[src/rtl/slow_seq_pkg.sv]
package slow_seq_pkg;
  localparam int CNT_W = 8;

  // packed MSB first: matches timing word bit positions
  typedef struct packed {
    logic [CNT_W-1:0] st_release;
    logic [CNT_W-1:0] st_assert;
    logic [CNT_W-1:0] en_release;
    logic [CNT_W-1:0] en_assert;
  } timing_t;
endpackage

[src/rtl/seq_counter.sv]
module seq_counter #(
  parameter int CW = 8
) (
  input  logic          clk_i,
  input  logic          rst_ni,
  input  logic          load_i,
  input  logic [CW-1:0] load_val_i,
  output logic [CW-1:0] cnt_o,
  output logic          busy_o,
  output logic          done_o
);
  always_ff @(posedge clk_i or negedge rst_ni) begin
    if (!rst_ni) begin
      cnt_o  <= '0;
      busy_o <= 1'b0;
    end else if (load_i && !busy_o) begin
      cnt_o  <= load_val_i;
      busy_o <= 1'b1;
    end else if (busy_o) begin
      if (cnt_o == '0) busy_o <= 1'b0;
      else             cnt_o  <= cnt_o - 1'b1;
    end
  end

  assign done_o = busy_o && (cnt_o == '0);

  a_r2_step: assert property (@(posedge clk_i) disable iff (!rst_ni)
    busy_o && cnt_o != '0 |=> busy_o && cnt_o == CW'($past(cnt_o) - 1'b1));
  a_r2_end: assert property (@(posedge clk_i) disable iff (!rst_ni)
    done_o |=> !busy_o);
endmodule

[src/rtl/strobe_match.sv]
module strobe_match #(
  parameter int CW = 8
) (
  input  logic          clk_i,
  input  logic          rst_ni,
  input  logic          busy_i,
  input  logic [CW-1:0] cnt_i,
  input  logic [CW-1:0] max_i,
  input  logic [CW-1:0] assert_i,
  input  logic [CW-1:0] release_i,
  output logic          active_o,
  output logic          last_o
);
  logic valid;
  assign valid    = (assert_i > release_i) && (assert_i <= max_i);
  assign active_o = busy_i && valid && (cnt_i <= assert_i) && (cnt_i > release_i);
  assign last_o   = busy_i && valid && (cnt_i == CW'(release_i + 1'b1));

  a_r3_rise_at_match: assert property (@(posedge clk_i) disable iff (!rst_ni)
    $rose(active_o) |-> cnt_i == assert_i);
  a_r3_fall_at_match: assert property (@(posedge clk_i) disable iff (!rst_ni)
    $fell(active_o) |-> busy_i && cnt_i == release_i);
endmodule

[src/rtl/slow_strobe_seq.sv]
module slow_strobe_seq
  import slow_seq_pkg::*;
#(
  parameter int AW  = 19,
  parameter int CSW = 4,
  parameter int DW  = 32
) (
  input  logic           clk_i,
  input  logic           rst_ni,
  input  logic           start_i,
  input  logic           region_i,
  input  logic           write_i,
  input  logic [AW-1:0]  addr_i,
  input  logic [CSW-1:0] cs_i,
  input  logic [DW-1:0]  wdata_i,
  input  logic [31:0]    timing_cfg_i,
  input  logic [31:0]    cnt_cfg_i,
  input  logic [DW-1:0]  rdata_bus_i,
  output logic           busy_o,
  output logic           done_o,
  output logic           en_no,
  output logic [CSW-1:0] cs_no,
  output logic           rd_no,
  output logic           we_no,
  output logic [AW-1:0]  addr_o,
  output logic [DW-1:0]  wdata_o,
  output logic           dq_oe_o,
  output logic [DW-1:0]  rdata_o
);
  localparam int CW = CNT_W;
  localparam int NS = 2; // 0: enable, 1: read/write strobe

  logic           accept;
  logic [CW-1:0]  load_cnt, cnt, max_q;
  logic [CSW-1:0] cs_q;
  logic           write_q;
  timing_t        timing_q;
  logic [CW-1:0]  s_assert [NS];
  logic [CW-1:0]  s_release[NS];
  logic [NS-1:0]  s_active, s_last;

  assign accept   = start_i && !busy_o;
  assign load_cnt = region_i ? cnt_cfg_i[2*CW-1:CW] : cnt_cfg_i[CW-1:0];

  always_ff @(posedge clk_i or negedge rst_ni) begin
    if (!rst_ni) begin
      addr_o   <= '0;
      cs_q     <= '0;
      wdata_o  <= '0;
      write_q  <= 1'b0;
      timing_q <= '0;
      max_q    <= '0;
    end else if (accept) begin
      addr_o   <= addr_i;
      cs_q     <= cs_i;
      wdata_o  <= wdata_i;
      write_q  <= write_i;
      timing_q <= timing_t'(timing_cfg_i);
      max_q    <= load_cnt;
    end
  end

  seq_counter #(.CW(CW)) u_cnt (
    .clk_i      (clk_i),
    .rst_ni     (rst_ni),
    .load_i     (accept),
    .load_val_i (load_cnt),
    .cnt_o      (cnt),
    .busy_o     (busy_o),
    .done_o     (done_o)
  );

  assign s_assert[0]  = timing_q.en_assert;
  assign s_release[0] = timing_q.en_release;
  assign s_assert[1]  = timing_q.st_assert;
  assign s_release[1] = timing_q.st_release;

  for (genvar g = 0; g < NS; g++) begin : g_strobe
    strobe_match #(.CW(CW)) u_match (
      .clk_i     (clk_i),
      .rst_ni    (rst_ni),
      .busy_i    (busy_o),
      .cnt_i     (cnt),
      .max_i     (max_q),
      .assert_i  (s_assert[g]),
      .release_i (s_release[g]),
      .active_o  (s_active[g]),
      .last_o    (s_last[g])
    );
  end

  assign en_no   = ~s_active[0];
  assign rd_no   = ~(s_active[1] && !write_q);
  assign we_no   = ~(s_active[1] && write_q);
  assign cs_no   = busy_o ? ~cs_q : '1;
  assign dq_oe_o = busy_o && write_q;

  // read capture on the edge where the strobe releases
  always_ff @(posedge clk_i or negedge rst_ni) begin
    if (!rst_ni)                   rdata_o <= '0;
    else if (s_last[1] && !write_q) rdata_o <= rdata_bus_i;
  end

  a_r1_idle_quiet: assert property (@(posedge clk_i) disable iff (!rst_ni)
    !busy_o |-> en_no && rd_no && we_no && (&cs_no) && !dq_oe_o && !done_o);
  a_r4_one_strobe: assert property (@(posedge clk_i) disable iff (!rst_ni)
    !(!rd_no && !we_no));
  a_r6_hold: assert property (@(posedge clk_i) disable iff (!rst_ni)
    busy_o && $past(busy_o) |-> $stable(addr_o) && $stable(cs_no));
  a_r9_ignore_busy: assert property (@(posedge clk_i) disable iff (!rst_ni)
    busy_o && start_i |=> $stable(addr_o) && $stable(wdata_o));
  a_r7_rdata_quiet: assert property (@(posedge clk_i) disable iff (!rst_ni)
    !busy_o |=> $stable(rdata_o));
endmodule

[config.mk]
export PLATFORM = sky130hd
export DESIGN_NAME = slow_strobe_seq
export DESIGN_NICKNAME = d
export VERILOG_FILES = /design/src/rtl/slow_seq_pkg.sv /design/src/rtl/seq_counter.sv /design/src/rtl/strobe_match.sv /design/src/rtl/slow_strobe_seq.sv
export SDC_FILE = /design/constraint.sdc
export NUM_CORES = 1
export LEC_CHECK = 0
export ABC_AREA = 1
export BUFFER_PORTS_ARGS = -buffer_cell sky130_fd_sc_hd__buf_2
export CORE_MARGIN = 2
export CORE_UTILIZATION = 30
export DETAILED_ROUTE_END_ITERATION = 12
export GPL_TIMING_DRIVEN = 0
export SETUP_SLACK_MARGIN = 0.3
export SLEW_MARGIN = 20
export SYNTH_ARGS = -nofsm -noshare
export SYNTH_HDL_FRONTEND = slang
export SYNTH_SLANG_ARGS = --single-unit
[constraint.sdc]
create_clock -name clk_i -period 2.3 [get_ports clk_i]
set_input_delay 0.115 -clock clk_i [delete_from_list [all_inputs] [get_ports clk_i]]
set_output_delay 0.115 -clock clk_i [all_outputs]
set_load 0.02 [all_outputs]
==> results.tsv <==
stage	metric	value	unit
power	powerDensity	1288	mW/mm^2
cells_and_area	drive_above_1_share	26.65	%
floorplan	die_w	159.9	microns
worst_setup_path	r2r_setup_slack	180	ps
cells_and_area	final_common_cell	nand2_1	
clock_network	insertion_delay	410	ps
worst_setup_path	critPathKind	reg2out	
min_path	holdCritPathClass	in2reg	
timing	hold_viol	0	
timing	max_freq	441.7	MHz
global_route	grt_pass1_wl	37670	microns
clock_network	h-tree-depth	4	
timing	final_max_slew_viol_count	0	
timing	slew_headroom	52.27	%
cells_and_area	syn_to_final_growth	50.36	%
cells_and_area	fill_cells	2425	
power	power.total	14.12	mW
yosys	syn_area	0.007289	sq mm
worst_setup_path	worstPathMaxFanout	6	
yosys	ys_async_sr_fraction	100.0	%
yosys	synthCells	906	
route	drt_iter0_drc	416	
clock_network	root_buffer	clkbuf_16	
yosys	synth-edff-count	0	
route	drcViolationCount	0	
timing	setup_viol	0	
yosys	synth_fa_ha_area_share	11.33	%
cells_and_area	fin_util	45.47	%
cells_and_area	mostFrequentLayoutCells	360 x nand2_1, 240 x buf_2, 130 x dfrtp_1	
worst_setup_path	start_kind	flip-flop	
yosys	synthFlopType	dfrtp_1	
route	vias_per_cell	4.500	
worst_setup_path	worstRegToRegCells	11	
global_route	grt_overflow	0	
yosys	synth-xor-area-share	0.6008	%
cells_and_area	multiInputGateArea	0.003452	sq mm
global_route	grt_max_degree	81	
clock_network	cts_sinks	137	
yosys	synth_mux_area_share	0	%
floorplan	io_pins	249	
timing	worst_pin_slew	716.0	ps
yosys	synth-simple-area-share	26.23	%
yosys	avgSynthCellArea	8.046	sq um
power	ir_drop	0.5767	mV
timing	rsz0062_at_grt	true	
timing	hold_ws	44.03	ps
worst_setup_path	arrival	2150	ps
floorplan	core	0.02411	sq mm
placement	dp_cells	1462	
timing	finClkSkew	6.752	ps
placement	gp_congestion	0.8289	
clock_network	cts_tree	yes	
floorplan	die_area	0.02556	sq mm
min_path	hp-start	cnt_cfg_i[12]	
yosys	synth_nets	1128	
yosys	yosys-top-cells-area	dfrtp_1 47%, nand2_1 19%, ha_1 11%	
timing	finalCritPeriodShare	98.43	%
route	ant_nets	0	
cells_and_area	nets	1512	
min_path	hold_depth	3	
outcome	status	completed	
timing	worst_slack	36.02	ps
yosys	synth-compound-area-share	8.050	%
power	leakagePower	5.732	nW
worst_setup_path	end_kind	output pin	
route	dr.pass1.iters	5	
worst_setup_path	timing.rr.end	rdata_o[29]$_DFFE_PN0P_	
floorplan	die_y	159.9	microns
worst_setup_path	r2r_start	u_cnt.cnt_o[0]$_DFFE_PN0P_	
placement	io_buffers	231	
yosys	synth_top_family_by_area	simple AND/OR/NAND/NOR gates	
global_route	grtUsageTotal	18.40	%
min_path	hold_end	max_q[4]$_DFFE_PN0P_	
global_route	antenna_found_initial	1	
placement	dp_hpwl	16080	microns
global_route	grt_pass1_vias	7426	
placement	dp_slack	73.15	ps
cells_and_area	regArea	0.003437	sq mm
clock_network	cts_max_path_buffers	2	
floorplan	initial_utilization	30.24	%
yosys	ys_types	32	
route	wl_per_cell	14.11	microns
route	vias	7322	
worst_setup_path	critical_path_required	2180	ps
cells_and_area	final_cells	1627	
yosys	synth_top_area_share	47.03	%
yosys	synth_top_area_cell	dfrtp_1	
clock_network	clk_pin_slew	60	ps
timing	period_needed	2264	ps
yosys	ys_ff_latch	137	
clock_network	cts_buffers	17	
yosys	ys.warnings.count	0	
flow_run	cap_viol_max_count	0	
floorplan	rows	57	
yosys	synth-seq-area-share	47.03	%
route	postRouteWirelength	22960	microns
[report_power, final]
group	switching, mW	internal (mW)
registers	0.840	3.45
clock network	1.08	1.92
logic	4.16	2.67
total	6.08	8.04
[worst max path at each step]
stage	startpoint	end	slack [ps]	depth (start not counted)
floorplan	s_release[3]$_DFFE_PN0P_	rd_no	470	12
global placement	rst_ni	wdata_o[20]$_DFFE_PN0P_	-1080	1
detailed placement	u_cnt.cnt_o[0]$_DFFE_PN0P_	u_cnt.cnt_o[6]$_DFFE_PN0P_	70	12
CTS	s_assert[5]$_DFFE_PN0P_	we_no	50	10
global route	u_cnt.cnt_o[0]$_DFFE_PN0P_	rd_no	-120	9
finish	u_cnt.cnt_o[0]$_DFFE_PN0P_	rd_no	40	9
[layer usage]
metal / wire, microns / share of wire [%] / global-route usage (%)
met3: 1218 / 5.3 / 4.026
met5: 0 / 0 / 0
met4: 258 / 1.1 / 4.423
met2: 10810 / 47 / 31.15
met1: 10680 / 47 / 24.04
[cell type report]
type	instances	area share, %
inverters	81	2.808
flip-flops and latches	137	31.36
clock inverters	11	1.804
diodes	1	0.02283
plain buffers	33	1.941
repair buffers	365	22.89
clock buffers	20	3.984
multi-input cells	655	31.50
well taps	324	3.699
[per-stage QoR]
step / instance area, sq um / setup TNS (ps)
2_1_floorplan: 7289 / 0
3_3_place_gp: 8851 / -145820
3_5_place_dp: 8889 / 0
4_1_cts: 10880 / 0
5_1_grt: 10960 / -299.8
6_report: 10960 / 0
[critical path: stages (launching register included)]
cell and delay [ps]:
dfrtp_1 390, clkinvlp_4 260, ha_2 280, inv_1 50, a21oi_1 50, o21ai_0 140
nand2_1 80, a21oi_2 200, nand4_1 120, buf_4 170
[state kept, by name (all words and copies together) (netlist names)]
signal / flops
addr_o: 19
cs_q: 4
max_q: 8
rdata_o: 32
s_assert: 16
s_release: 16
u_cnt.busy_o: 1
u_cnt.cnt_o: 8
wdata_o: 32
write_q: 1
[cells by family (layout without fill, tap and decap cells)]
kind of cell	after synthesis	in the layout
buffers and inverters	114	510
xor gates and xnor gates	5	5
and+or+nand+nor	473	473
AOI/OAI and AO/OA	111	111
other	0	1
adders and majority gates	66	66
DFF	137	137
[repair_timing]
item	in CTS	in global routing
hold endpoints to repair	199	0
hold buffers	121	0
gates resized for setup	29	26
endpoints found under the setup margin	120	106
pin swaps	4	3
setup buffers	9	3
[cells in the mapped netlist, drive strengths merged (2+ instances only)]
master  number
inv         79
nand4        5
clkinv       2
ha          66
dfrtp      137
o21a         3
xor2         5
nor2        51
o22ai        2
nand3       46
buf         26
o21bai       3
a21boi       2
o21ai       63
a21oi       36
nand2      367
a21o         2
clkbuf       7
(Power assumes the default switching activity.)
